<file path="config.mk">
export PLATFORM = sky130hd
export DESIGN_NAME = mesh_matmul
export DESIGN_NICKNAME = d
export VERILOG_FILES = /design/src/rtl/mm_pkg.sv /design/src/rtl/mm_seq_ctrl.sv /design/src/rtl/mm_edge_seq.sv /design/src/rtl/mm_cell.sv /design/src/rtl/mesh_matmul.sv
export SDC_FILE = /design/constraint.sdc
export NUM_CORES = 2
export LEC_CHECK = 0
export ABC_AREA = 1
export BUFFER_PORTS_ARGS = -buffer_cell sky130_fd_sc_hd__buf_2
export CAP_MARGIN = 40
export CELL_PAD_IN_SITES_DETAIL_PLACEMENT = 0
export CELL_PAD_IN_SITES_GLOBAL_PLACEMENT = 2
export CORE_MARGIN = 2
export CORE_UTILIZATION = 25
export CTS_BUF_LIST = sky130_fd_sc_hd__clkbuf_16
export DETAILED_ROUTE_END_ITERATION = 16
export PLACE_DENSITY = 0.53
export SLEW_MARGIN = 10
export SYNTH_ARGS = -nofsm -noshare
export SYNTH_HDL_FRONTEND = slang
export SYNTH_SLANG_ARGS = --single-unit
</file>
<file path="constraint.sdc">
create_clock -name clk -period 8.93 [get_ports clk]
set_clock_uncertainty 0.2 [all_clocks]
set_input_delay 2.2325 -clock clk [delete_from_list [all_inputs] [get_ports clk]]
set_output_delay 2.2325 -clock clk [all_outputs]
set_load 0.05 [all_outputs]
</file>
<file path="src/rtl/mm_pkg.sv">
package mm_pkg;

   typedef enum logic [1:0] {
      ST_IDLE  = 2'd0,
      ST_COMP  = 2'd1,
      ST_DRAIN = 2'd2,
      ST_FIN   = 2'd3
   } mm_state_e;

endpackage

</file>
<file path="src/rtl/mm_seq_ctrl.sv">
module mm_seq_ctrl
   import mm_pkg::*;
#(
   parameter int N = 4
) (
   input  logic          clk,
   input  logic          rst_n,
   input  logic          start_i,
   output logic          clr_o,
   output logic          mac_en_o,
   output logic          shift_o,
   output logic          feed_en_o,
   output logic [$clog2(N)-1:0] feed_k_o,
   output logic          res_valid_o,
   output logic [$clog2(N)-1:0] res_row_o,
   output logic          done_o,
   output logic          busy_o
);

   localparam int KW         = $clog2(N);
   localparam int CW         = $clog2(3 * N);
   localparam int COMP_LAST  = 3 * N - 3;
   localparam int DRAIN_LAST = N - 1;

   mm_state_e      state_q;
   logic [CW-1:0]  cnt_q;
   logic           accept;

   assign accept = start_i && (state_q == ST_IDLE);

   always_ff @(posedge clk or negedge rst_n) begin
      if (!rst_n) begin
         state_q <= ST_IDLE;
         cnt_q   <= '0;
      end else begin
         case (state_q)
            ST_IDLE: begin
               cnt_q <= '0;
               if (accept) state_q <= ST_COMP;
            end
            ST_COMP: begin
               if (cnt_q == CW'(COMP_LAST)) begin
                  cnt_q   <= '0;
                  state_q <= ST_DRAIN;
               end else begin
                  cnt_q <= cnt_q + 1'b1;
               end
            end
            ST_DRAIN: begin
               if (cnt_q == CW'(DRAIN_LAST)) begin
                  cnt_q   <= '0;
                  state_q <= ST_FIN;
               end else begin
                  cnt_q <= cnt_q + 1'b1;
               end
            end
            default: begin
               cnt_q   <= '0;
               state_q <= ST_IDLE;
            end
         endcase
      end
   end

   assign clr_o       = accept;
   assign mac_en_o    = (state_q == ST_COMP);
   assign shift_o     = (state_q == ST_DRAIN);
   assign feed_en_o   = (state_q == ST_COMP) && (cnt_q < CW'(N));
   assign feed_k_o    = cnt_q[KW-1:0];
   assign res_valid_o = (state_q == ST_DRAIN);
   assign res_row_o   = KW'(N - 1) - cnt_q[KW-1:0];
   assign done_o      = (state_q == ST_FIN);
   assign busy_o      = (state_q != ST_IDLE);

endmodule

</file>
<file path="src/rtl/mm_edge_seq.sv">
module mm_edge_seq #(
   parameter int LANES = 4,
   parameter int DW    = 8
) (
   input  logic              clk,
   input  logic              rst_n,
   input  logic              clr_i,
   input  logic              feed_en_i,
   input  logic [LANES*DW-1:0] lanes_i,
   output logic [LANES*DW-1:0] lanes_o
);

   for (genvar j = 0; j < LANES; j++) begin : g_lane
      logic [DW-1:0] src;
      // zero filler outside the operand window
      assign src = feed_en_i ? lanes_i[j*DW +: DW] : '0;

      if (j == 0) begin : g_direct
         assign lanes_o[j*DW +: DW] = src;
      end else begin : g_skew
         logic [DW-1:0] dly_q [j];
         always_ff @(posedge clk or negedge rst_n) begin
            if (!rst_n) begin
               for (int s = 0; s < j; s++) dly_q[s] <= '0;
            end else if (clr_i) begin
               for (int s = 0; s < j; s++) dly_q[s] <= '0;
            end else begin
               dly_q[0] <= src;
               for (int s = 1; s < j; s++) dly_q[s] <= dly_q[s-1];
            end
         end
         assign lanes_o[j*DW +: DW] = dly_q[j-1];
      end
   end

endmodule

</file>
<file path="src/rtl/mm_cell.sv">
module mm_cell #(
   parameter int DW = 8,
   parameter int AW = 20
) (
   input  logic                 clk,
   input  logic                 rst_n,
   input  logic                 clr_i,
   input  logic                 mac_en_i,
   input  logic                 shift_i,
   input  logic [DW-1:0]        west_i,
   input  logic [DW-1:0]        north_i,
   input  logic signed [AW-1:0] acc_up_i,
   output logic [DW-1:0]        east_o,
   output logic [DW-1:0]        south_o,
   output logic signed [AW-1:0] acc_o
);

   logic signed [2*DW-1:0] prod;
   logic signed [AW-1:0]   prod_x;
   logic signed [AW-1:0]   acc_q;
   logic [DW-1:0]          east_q;
   logic [DW-1:0]          south_q;

   assign prod   = $signed(west_i) * $signed(north_i);
   assign prod_x = prod;

   always_ff @(posedge clk or negedge rst_n) begin
      if (!rst_n) begin
         acc_q   <= '0;
         east_q  <= '0;
         south_q <= '0;
      end else if (clr_i) begin
         acc_q   <= '0;
         east_q  <= '0;
         south_q <= '0;
      end else begin
         east_q  <= west_i;
         south_q <= north_i;
         if (mac_en_i)     acc_q <= acc_q + prod_x;
         else if (shift_i) acc_q <= acc_up_i;
      end
   end

   assign east_o  = east_q;
   assign south_o = south_q;
   assign acc_o   = acc_q;

endmodule

</file>
<file path="src/rtl/mesh_matmul.sv">
module mesh_matmul #(
   parameter int N  = 4,
   parameter int DW = 8,
   parameter int AW = 20
) (
   input  logic                 clk,
   input  logic                 rst_n,
   input  logic                 start_i,
   input  logic [N*DW-1:0]      top_row_i,
   input  logic [N*DW-1:0]      left_col_i,
   output logic                 feed_en_o,
   output logic [$clog2(N)-1:0] feed_k_o,
   output logic                 busy_o,
   output logic                 res_valid_o,
   output logic [$clog2(N)-1:0] res_row_o,
   output logic [N*AW-1:0]      res_data_o,
   output logic                 done_o
);

   if (N < 2) begin : g_bad_n
      $error("mesh_matmul: N must be at least 2");
   end
   if (DW < 2) begin : g_bad_dw
      $error("mesh_matmul: DW must be at least 2");
   end
   if (AW < 2 * DW) begin : g_bad_aw
      $error("mesh_matmul: AW must hold a full product");
   end

   logic clr, mac_en, shift;
   logic [N*DW-1:0] top_skew, left_skew;
   logic [N*DW-1:0] east_edge, south_edge;

   logic [DW-1:0]        hz   [N][N+1];
   logic [DW-1:0]        vt   [N+1][N];
   logic signed [AW-1:0] accw [N+1][N];

   mm_seq_ctrl #(.N(N)) u_ctrl (
      .clk         (clk),
      .rst_n       (rst_n),
      .start_i     (start_i),
      .clr_o       (clr),
      .mac_en_o    (mac_en),
      .shift_o     (shift),
      .feed_en_o   (feed_en_o),
      .feed_k_o    (feed_k_o),
      .res_valid_o (res_valid_o),
      .res_row_o   (res_row_o),
      .done_o      (done_o),
      .busy_o      (busy_o)
   );

   mm_edge_seq #(.LANES(N), .DW(DW)) u_top_seq (
      .clk       (clk),
      .rst_n     (rst_n),
      .clr_i     (clr),
      .feed_en_i (feed_en_o),
      .lanes_i   (top_row_i),
      .lanes_o   (top_skew)
   );

   mm_edge_seq #(.LANES(N), .DW(DW)) u_left_seq (
      .clk       (clk),
      .rst_n     (rst_n),
      .clr_i     (clr),
      .feed_en_i (feed_en_o),
      .lanes_i   (left_col_i),
      .lanes_o   (left_skew)
   );

   for (genvar e = 0; e < N; e++) begin : g_edges
      assign vt[0][e]   = top_skew[e*DW +: DW];
      assign hz[e][0]   = left_skew[e*DW +: DW];
      assign accw[0][e] = '0;
      assign east_edge[e*DW +: DW]  = hz[e][N];
      assign south_edge[e*DW +: DW] = vt[N][e];
      assign res_data_o[e*AW +: AW] = res_valid_o ? accw[N][e] : '0;
   end

   for (genvar i = 0; i < N; i++) begin : g_row
      for (genvar j = 0; j < N; j++) begin : g_col
         mm_cell #(.DW(DW), .AW(AW)) u_cell (
            .clk      (clk),
            .rst_n    (rst_n),
            .clr_i    (clr),
            .mac_en_i (mac_en),
            .shift_i  (shift),
            .west_i   (hz[i][j]),
            .north_i  (vt[i][j]),
            .acc_up_i (accw[i][j]),
            .east_o   (hz[i][j+1]),
            .south_o  (vt[i+1][j]),
            .acc_o    (accw[i+1][j])
         );
      end
   end

endmodule

</file>
; Word-level counts from Yosys, hierarchy flattened
; Index checks and enable logic that the tools add are counted.
[totals]
memories = 0
rom_bits = 0
latchBits = 0
mem_bits_rw = 0
input_bits = 67
regBits = 614
[classes]
n_reduce_logical = 6
shifts = 0
addsub = 18
div_mod_pow = 0
n_lt_le_gt_ge = 1
n_mux = 94
bitwise = 0
n_mul = 16
n_eq_ne = 8
[ops]
columns = op, n
row1 = $mux 20, 49
row2 = $add 20x16->20, 16
row3 = $mux 8, 34
row4 = $mul 8x8->16, 16
row5 = $mux 24, 2
row6 = $mux 16, 2
row7 = $mux 4, 2
row8 = $pmux 4 s2, 1
row9 = $mux 2, 3
row10 = $pmux 2 s3, 1
row11 = $add 4x1->4 const B, 1
row12 = $eq 2x2->1 const B, 2
row13 = $eq 4x2->1 const B, 1
row14 = $eq 4x4->1 const B, 1
row15 = $lt 4x3->1 const B, 1
row16 = $ne 2x2->1 const B, 2
row17 = $reduce_and 3->1, 1
row18 = $reduce_bool 3->1, 1
row19 = $eq 2x1->1 const B, 1
row20 = $logic_and 1x1->1, 2
row21 = $logic_not 2->1, 1
row22 = $ne 2x1->1 const B, 1
row23 = $reduce_bool 2->1, 1
row24 = $sub 2x2->2 const A, 1

; Longest topological paths before layout
[depth]
depth_word = 7
ltp_mapped = 29
ltp_nobuf = 28

; Hierarchy
; A second synthesis with hierarchy kept.
[unflattened]
cells_unflattened = 11412
hier_area_um2 = 90471.8
[modules_own_cells]
columns = module, area_per_inst_um2, cells_each, n_inst
row1 = mm_cell (g_row[1].g_col[0].u_cell ...), 5326.4, 673, 9
row2 = mm_cell (g_row[0].g_col[1].u_cell ...), 5496.5, 701, 2
row3 = mm_cell (g_row[3].g_col[2].u_cell), 5366.4, 672, 1
row4 = mm_cell (g_row[0].g_col[3].u_cell), 5362.6, 674, 1
row5 = mm_cell (g_row[0].g_col[0].u_cell), 5357.6, 681, 1
row6 = mm_cell (g_row[3].g_col[3].u_cell), 5348.9, 672, 1
row7 = mm_cell (g_row[3].g_col[1].u_cell), 5341.4, 669, 1
row8 = mm_edge_seq, 1823.0, 184, 2
row9 = mesh_matmul, 705.7, 170, 1
row10 = mm_seq_ctrl, 412.9, 47, 1

; Worst setup path before layout
; OpenSTA, ideal clock, no wires.
[synth_path]
kind = input port to flip-flop
start = input port left_col_i[7]
end = register g_row[0].g_col[0].u_cell.acc_q[18]
setup_slack_ps = 1570
required_time_ps = 8613
setup_time_ps = 117
arrival_time_ps = 7043
stages = 19
path_cell_list = nand2_1 nor2_1 inv_1 fa_1 inv_1 fa_1 fa_1 fa_1 inv_1 fa_1 inv_1 ha_1 a21oi_1 o21ai_0 a21o_1 nand2_1 nand3_1 nand3_1 nand2_1
[synth_between]
elab_chain_len = 5
[synth_rtl]
columns = element, line
row1 = from (decl), mesh_matmul.sv:10  ; input logic [N*DW-1:0] left_col_i,
row2 = $mux 8, mm_edge_seq.sv:16  ; assign src = feed_en_i ? lanes_i[j*DW +: DW] : '0;
row3 = $mul 8x8->16, mm_cell.sv:24  ; assign prod = $signed(west_i) * $signed(north_i);
row4 = $add 20x16->20, mm_cell.sv:39  ; if (mac_en_i) acc_q <= acc_q + prod_x;
row5 = $mux 20, mm_cell.sv:39
row6 = $mux 20, mm_cell.sv:32  ; end else if (clr_i) begin
row7 = to (signal assigned), mm_cell.sv:39
row8 = to (signal assigned), mm_cell.sv:40  ; else if (shift_i) acc_q <= acc_up_i;
row9 = to (decl), mm_cell.sv:20  ; logic signed [AW-1:0] acc_q;
; No other way between the ends.
; A chain may end at the register's enable or synchronous reset.

; Worst setup path after layout
[layout_path]
start = register u_ctrl.state_q[1]
end = register g_row[0].g_col[0].u_cell.acc_q[17]
[layout_between]
elab_chain_len = 7
word_cells_on_any_way = 12
cone_classes = 1 x add/sub / 1 x mul / 2 x eq/ne / 4 x mux / 4 x reduce/logical
[layout_rtl]
columns = element, line
row1 = from (decl), mm_seq_ctrl.sv:25  ; mm_state_e state_q;
row2 = from (signal assigned), mm_seq_ctrl.sv:33  ; state_q <= ST_IDLE;
row3 = from (signal assigned), mm_seq_ctrl.sv:39  ; if (accept) state_q <= ST_COMP;
row4 = from (signal assigned), mm_seq_ctrl.sv:44  ; state_q <= ST_DRAIN;
row5 = $eq 2x1->1, "mm_seq_ctrl.sv:66, mm_seq_ctrl.sv:68"
row6 = $logic_and 1x1->1, mm_seq_ctrl.sv:68  ; assign feed_en_o = (state_q == ST_COMP) && (cnt_q < CW'(N));
row7 = $mux 8, mm_edge_seq.sv:16
row8 = $mul 8x8->16, mm_cell.sv:24
row9 = $add 20x16->20, mm_cell.sv:39
row10 = $mux 20, mm_cell.sv:39
row11 = $mux 20, mm_cell.sv:32
; Several ways; a longest one is shown, not always the timed one.

==> summary.txt <==
Status
  – Status: finished clean

Power
  – Pwr Total: 22.6 mW
  – Leakage: 55.3 nW
  – VDD IR-drop max: 397 uV
  – Cell area power density: 237 nW/um^2

Global route
  – First-pass GRT wire length: 437,000 um
  – Vias in the first global route: 72.1k
  – Gr usage total: 16.0%
  – Initial antenna violation count: 5
  – GR Overflow Total: 0
  – Pin count of the biggest net entering global routing: 171

Floorplanning
  – Core Region: 346,000 um^2
  – Die X: 593 um
  – DIE HEIGHT: 593 um
  – Ports: 155
  – Die area: 351,000 um^2
  – Row count: 216
  – Initial Util: 25.1%

Clocking
  – Clock transition at path regs: 0.06 ns
  – CTS tree: done
  – Clk sink count: 614
  – Htree depth: 3
  – Root buffer cell: clkbuf_16
  – Clock buffer count from CTS: 99
  – # hold bufs at CTS: 0
  – Post-CTS sizing: 0
  – Post-CTS setup buffers: 0
  – Max clock buf depth: 4
  – Skew-Pair Late Insertion Delay: 0.88 ns

Worst setup path
  – Crit. End Element: register
  – CP startpoint kind: register
  – Critical Path RT: 9.42 ns
  – Worst path arrival time: 7.02 ns
  – Worst Path Max Fanout: 21
  – Register-to-register setup slack: 2.39 ns
  – CP Class: reg2reg

Cells and area
  – P&R area growth vs syn: 10.0%
  – Total Nets Final: 13.1k
  – Layout cells sized above 1: 3.47%

STA
  – Fin crit share: 73.2%
  – Post-layout worst setup margin: 2.39 ns
  – Unrepaired setup endpoints after global routing: no
  – Minimum clock period: 6.54 ns
  – Count of pins over their slew limit: 0
  – Setup Viol. Count Final: 0
  – Final TNS setup: 0 ns
  – Final Hold Fails: 0
  – Slew @ Worst Pin: 0.969 ns
  – Fmax: 0.153 GHz
  – Rel. slew slack: 35.4%

Synth
  – Synth Area per Inst: 7.90 um^2
  – Cell area after synthesis: 86,700 um^2
  – Seq/Total Area, Yosys: 17.7%
  – Syn. warnings: 0
  – Synth Register Bits: 614
  – Syn_nets: 13.2k
  – Cells after Synth: 11.0k
  – Synth unique cells: 37

Drt
  – Total wire length: 271,000 um
  – First-pass DRT Iterations: 7
  – Drt drc: 0
  – First-iteration detailed-routing DRC count: 2,675
  – Routed Antenna Nets: 0
  – Vias per cell: 4.14
  – Routed len/inst: 17.5 um
  – Via Count: 64.2k

Place
  – DP Worst Slack: 1.60 ns
  – Detailed placement HPWL: 219,000 um
  – GP Congestion: 0.793
  – IO Port Bufs: 154

Worst hold path
  – HP Class: reg2reg

Job
  – Max cap viols: 0
==> cell type report <==
type	instances	area, um^2
clock buffer	100	2500
tap	4578	5730
timing repair buffer	193	1320
antenna	3	7.51
inverter	3098	11700
clock inverter	80	795
multi-input combinational	6845	58000
fill	37700	250000
sequential	614	15400
==> cell usage after synthesis, drive strengths merged <==
library cell | number | area share, %
o31ai | 1 | 0.0087
nor2 | 674 | 2.9
nand4 | 33 | 0.24
nand3b | 23 | 0.20
a21oi | 444 | 2.6
o21ai | 365 | 2.1
inv | 3098 | 13
and3 | 5 | 0.036
buf | 118 | 0.72
o211ai | 2 | 0.017
xor2 | 96 | 0.97
o21bai | 11 | 0.095
fa | 1408 | 33
a22o | 2 | 0.020
or2 | 20 | 0.14
a21boi | 4 | 0.035
o21a | 19 | 0.16
xnor2 | 27 | 0.27
and2 | 17 | 0.12
nor4 | 11 | 0.079
dfrtp | 614 | 18
o22ai | 86 | 0.62
a21o | 18 | 0.16
nand2 | 2459 | 11
ha | 742 | 11
nor3 | 7 | 0.040
nand3 | 368 | 2.1
o32ai | 3 | 0.030
clkbuf | 294 | 1.3
==> sequential cells by signal, indices dropped and copies added, names as in the netlist <==
| signal | count |
|---|---|
| u_ctrl.cnt_q | 4 |
| g_row.g_col.u_cell.acc_o | 320 |
| u_top_seq.lanes_o | 16 |
| g_row.g_col.u_cell.south_o | 96 |
| u_left_seq.g_lane.g_skew.dly_q | 32 |
| u_left_seq.lanes_o | 16 |
| u_ctrl.state_q | 2 |
| g_row.g_col.u_cell.east_o | 96 |
| u_top_seq.g_lane.g_skew.dly_q | 32 |
==> stage by stage <==
stage                     cell area (um^2)  util, %  hold WS (ns)  cells
final                                95400     27.6         0.269  15500
after global routing                 95400     27.6         0.291  15500
after CTS                            95300     27.6         0.268  15500
after detailed placement             92000     26.6         0.264  15300
after global placement               91800     26.6         0.266  15300
after floorplan                      86700        -         0.248  11000
==> worst max-delay path: stages (launching register included) <==
cell and delay (ns):
dfrtp_1 0.41, inv_1 0.14, ha_4 0.40, nand2_2 0.16
inv_1 0.31, nand2_1 0.26, nor2_1 0.14, buf_4 0.28
inv_1 0.09, fa_1 0.48, inv_1 0.05, fa_1 0.48
fa_1 0.51, fa_1 0.50, inv_1 0.05, fa_1 0.50
inv_1 0.04, ha_1 0.38, nand4_1 0.11, o21ai_0 0.48
nand3_1 0.19, nand2_1 0.10, nand2_1 0.05, nand3_1 0.07
nand2_1 0.06
==> cell families after synthesis <==
logic type,share of synthesized area (%)
buf+inv,15.4
fa+ha+maj,43.2
xor+xnor,1.24
simple gates,16.6
flops,17.7
compound gates,5.82
==> routing by layer <==
| metal | vias to the layer above | GRT usage, % | wire, um |
|---|---|---|---|
| met1 | 31800 | 24.3 | 143000 |
| met5 | - | 0 | 13 |
| met2 | 539 | 25.0 | 117000 |
| li1 | 31700 | - | - |
| met3 | 180 | 1.63 | 6910 |
| met4 | 2 | 2.24 | 3540 |
==> where the power goes <==
group	total, mW	switching [mW]	internal (mW)
combinational	13.8	9.36	4.45
clock	4.13	1.69	2.44
sequential	4.65	1.14	3.50
total	22.6	12.2	10.4
==> placed cells by master (no fill, tap or decap), types with 12 or more instances in the layout <==
| cell | netlist | routed |
|---|---|---|
| a21oi_1 | 444 | 444 |
| ha_1 | 742 | 740 |
| o21ai_0 | 353 | 353 |
| nand4_1 | 33 | 33 |
| fa_1 | 1408 | 1408 |
| clkinv_2 | 0 | 15 |
| inv_1 | 3094 | 3104 |
| dfrtp_1 | 614 | 614 |
| or2_2 | 20 | 20 |
| xor2_1 | 96 | 96 |
| clkbuf_16 | 0 | 100 |
| nand3_1 | 368 | 368 |
| nand3b_1 | 23 | 23 |
| clkinvlp_4 | 0 | 12 |
| clkinv_1 | 0 | 18 |
| xnor2_1 | 27 | 27 |
| o21ai_1 | 12 | 12 |
| a21o_1 | 18 | 18 |
| nor2_1 | 672 | 672 |
| and2_1 | 17 | 17 |
| buf_4 | 6 | 17 |
| bufinv_16 | 0 | 14 |
| nand2_1 | 2455 | 2453 |
| o22ai_1 | 86 | 86 |
| o21a_1 | 19 | 19 |
| buf_2 | 96 | 153 |
==> final timing paths <==
check	from	end	depth (start not counted)
max in group asynchronous	rst_n	g_row[1].g_col[3].u_cell.south_o[5]	3
setup / recovery	u_ctrl.state_q[1]	g_row[0].g_col[0].u_cell.acc_o[17]	24
hold reg to reg	u_top_seq.g_lane[2].g_skew.dly_q[9]	u_top_seq.lanes_o[17]	2
setup reg to reg	u_ctrl.state_q[1]	g_row[0].g_col[0].u_cell.acc_o[17]	24
min in group asynchronous	rst_n	g_row[0].g_col[0].u_cell.acc_o[2]	1
hold / removal	u_top_seq.g_lane[2].g_skew.dly_q[9]	u_top_seq.lanes_o[17]	2
(Power assumes the default switching activity.)
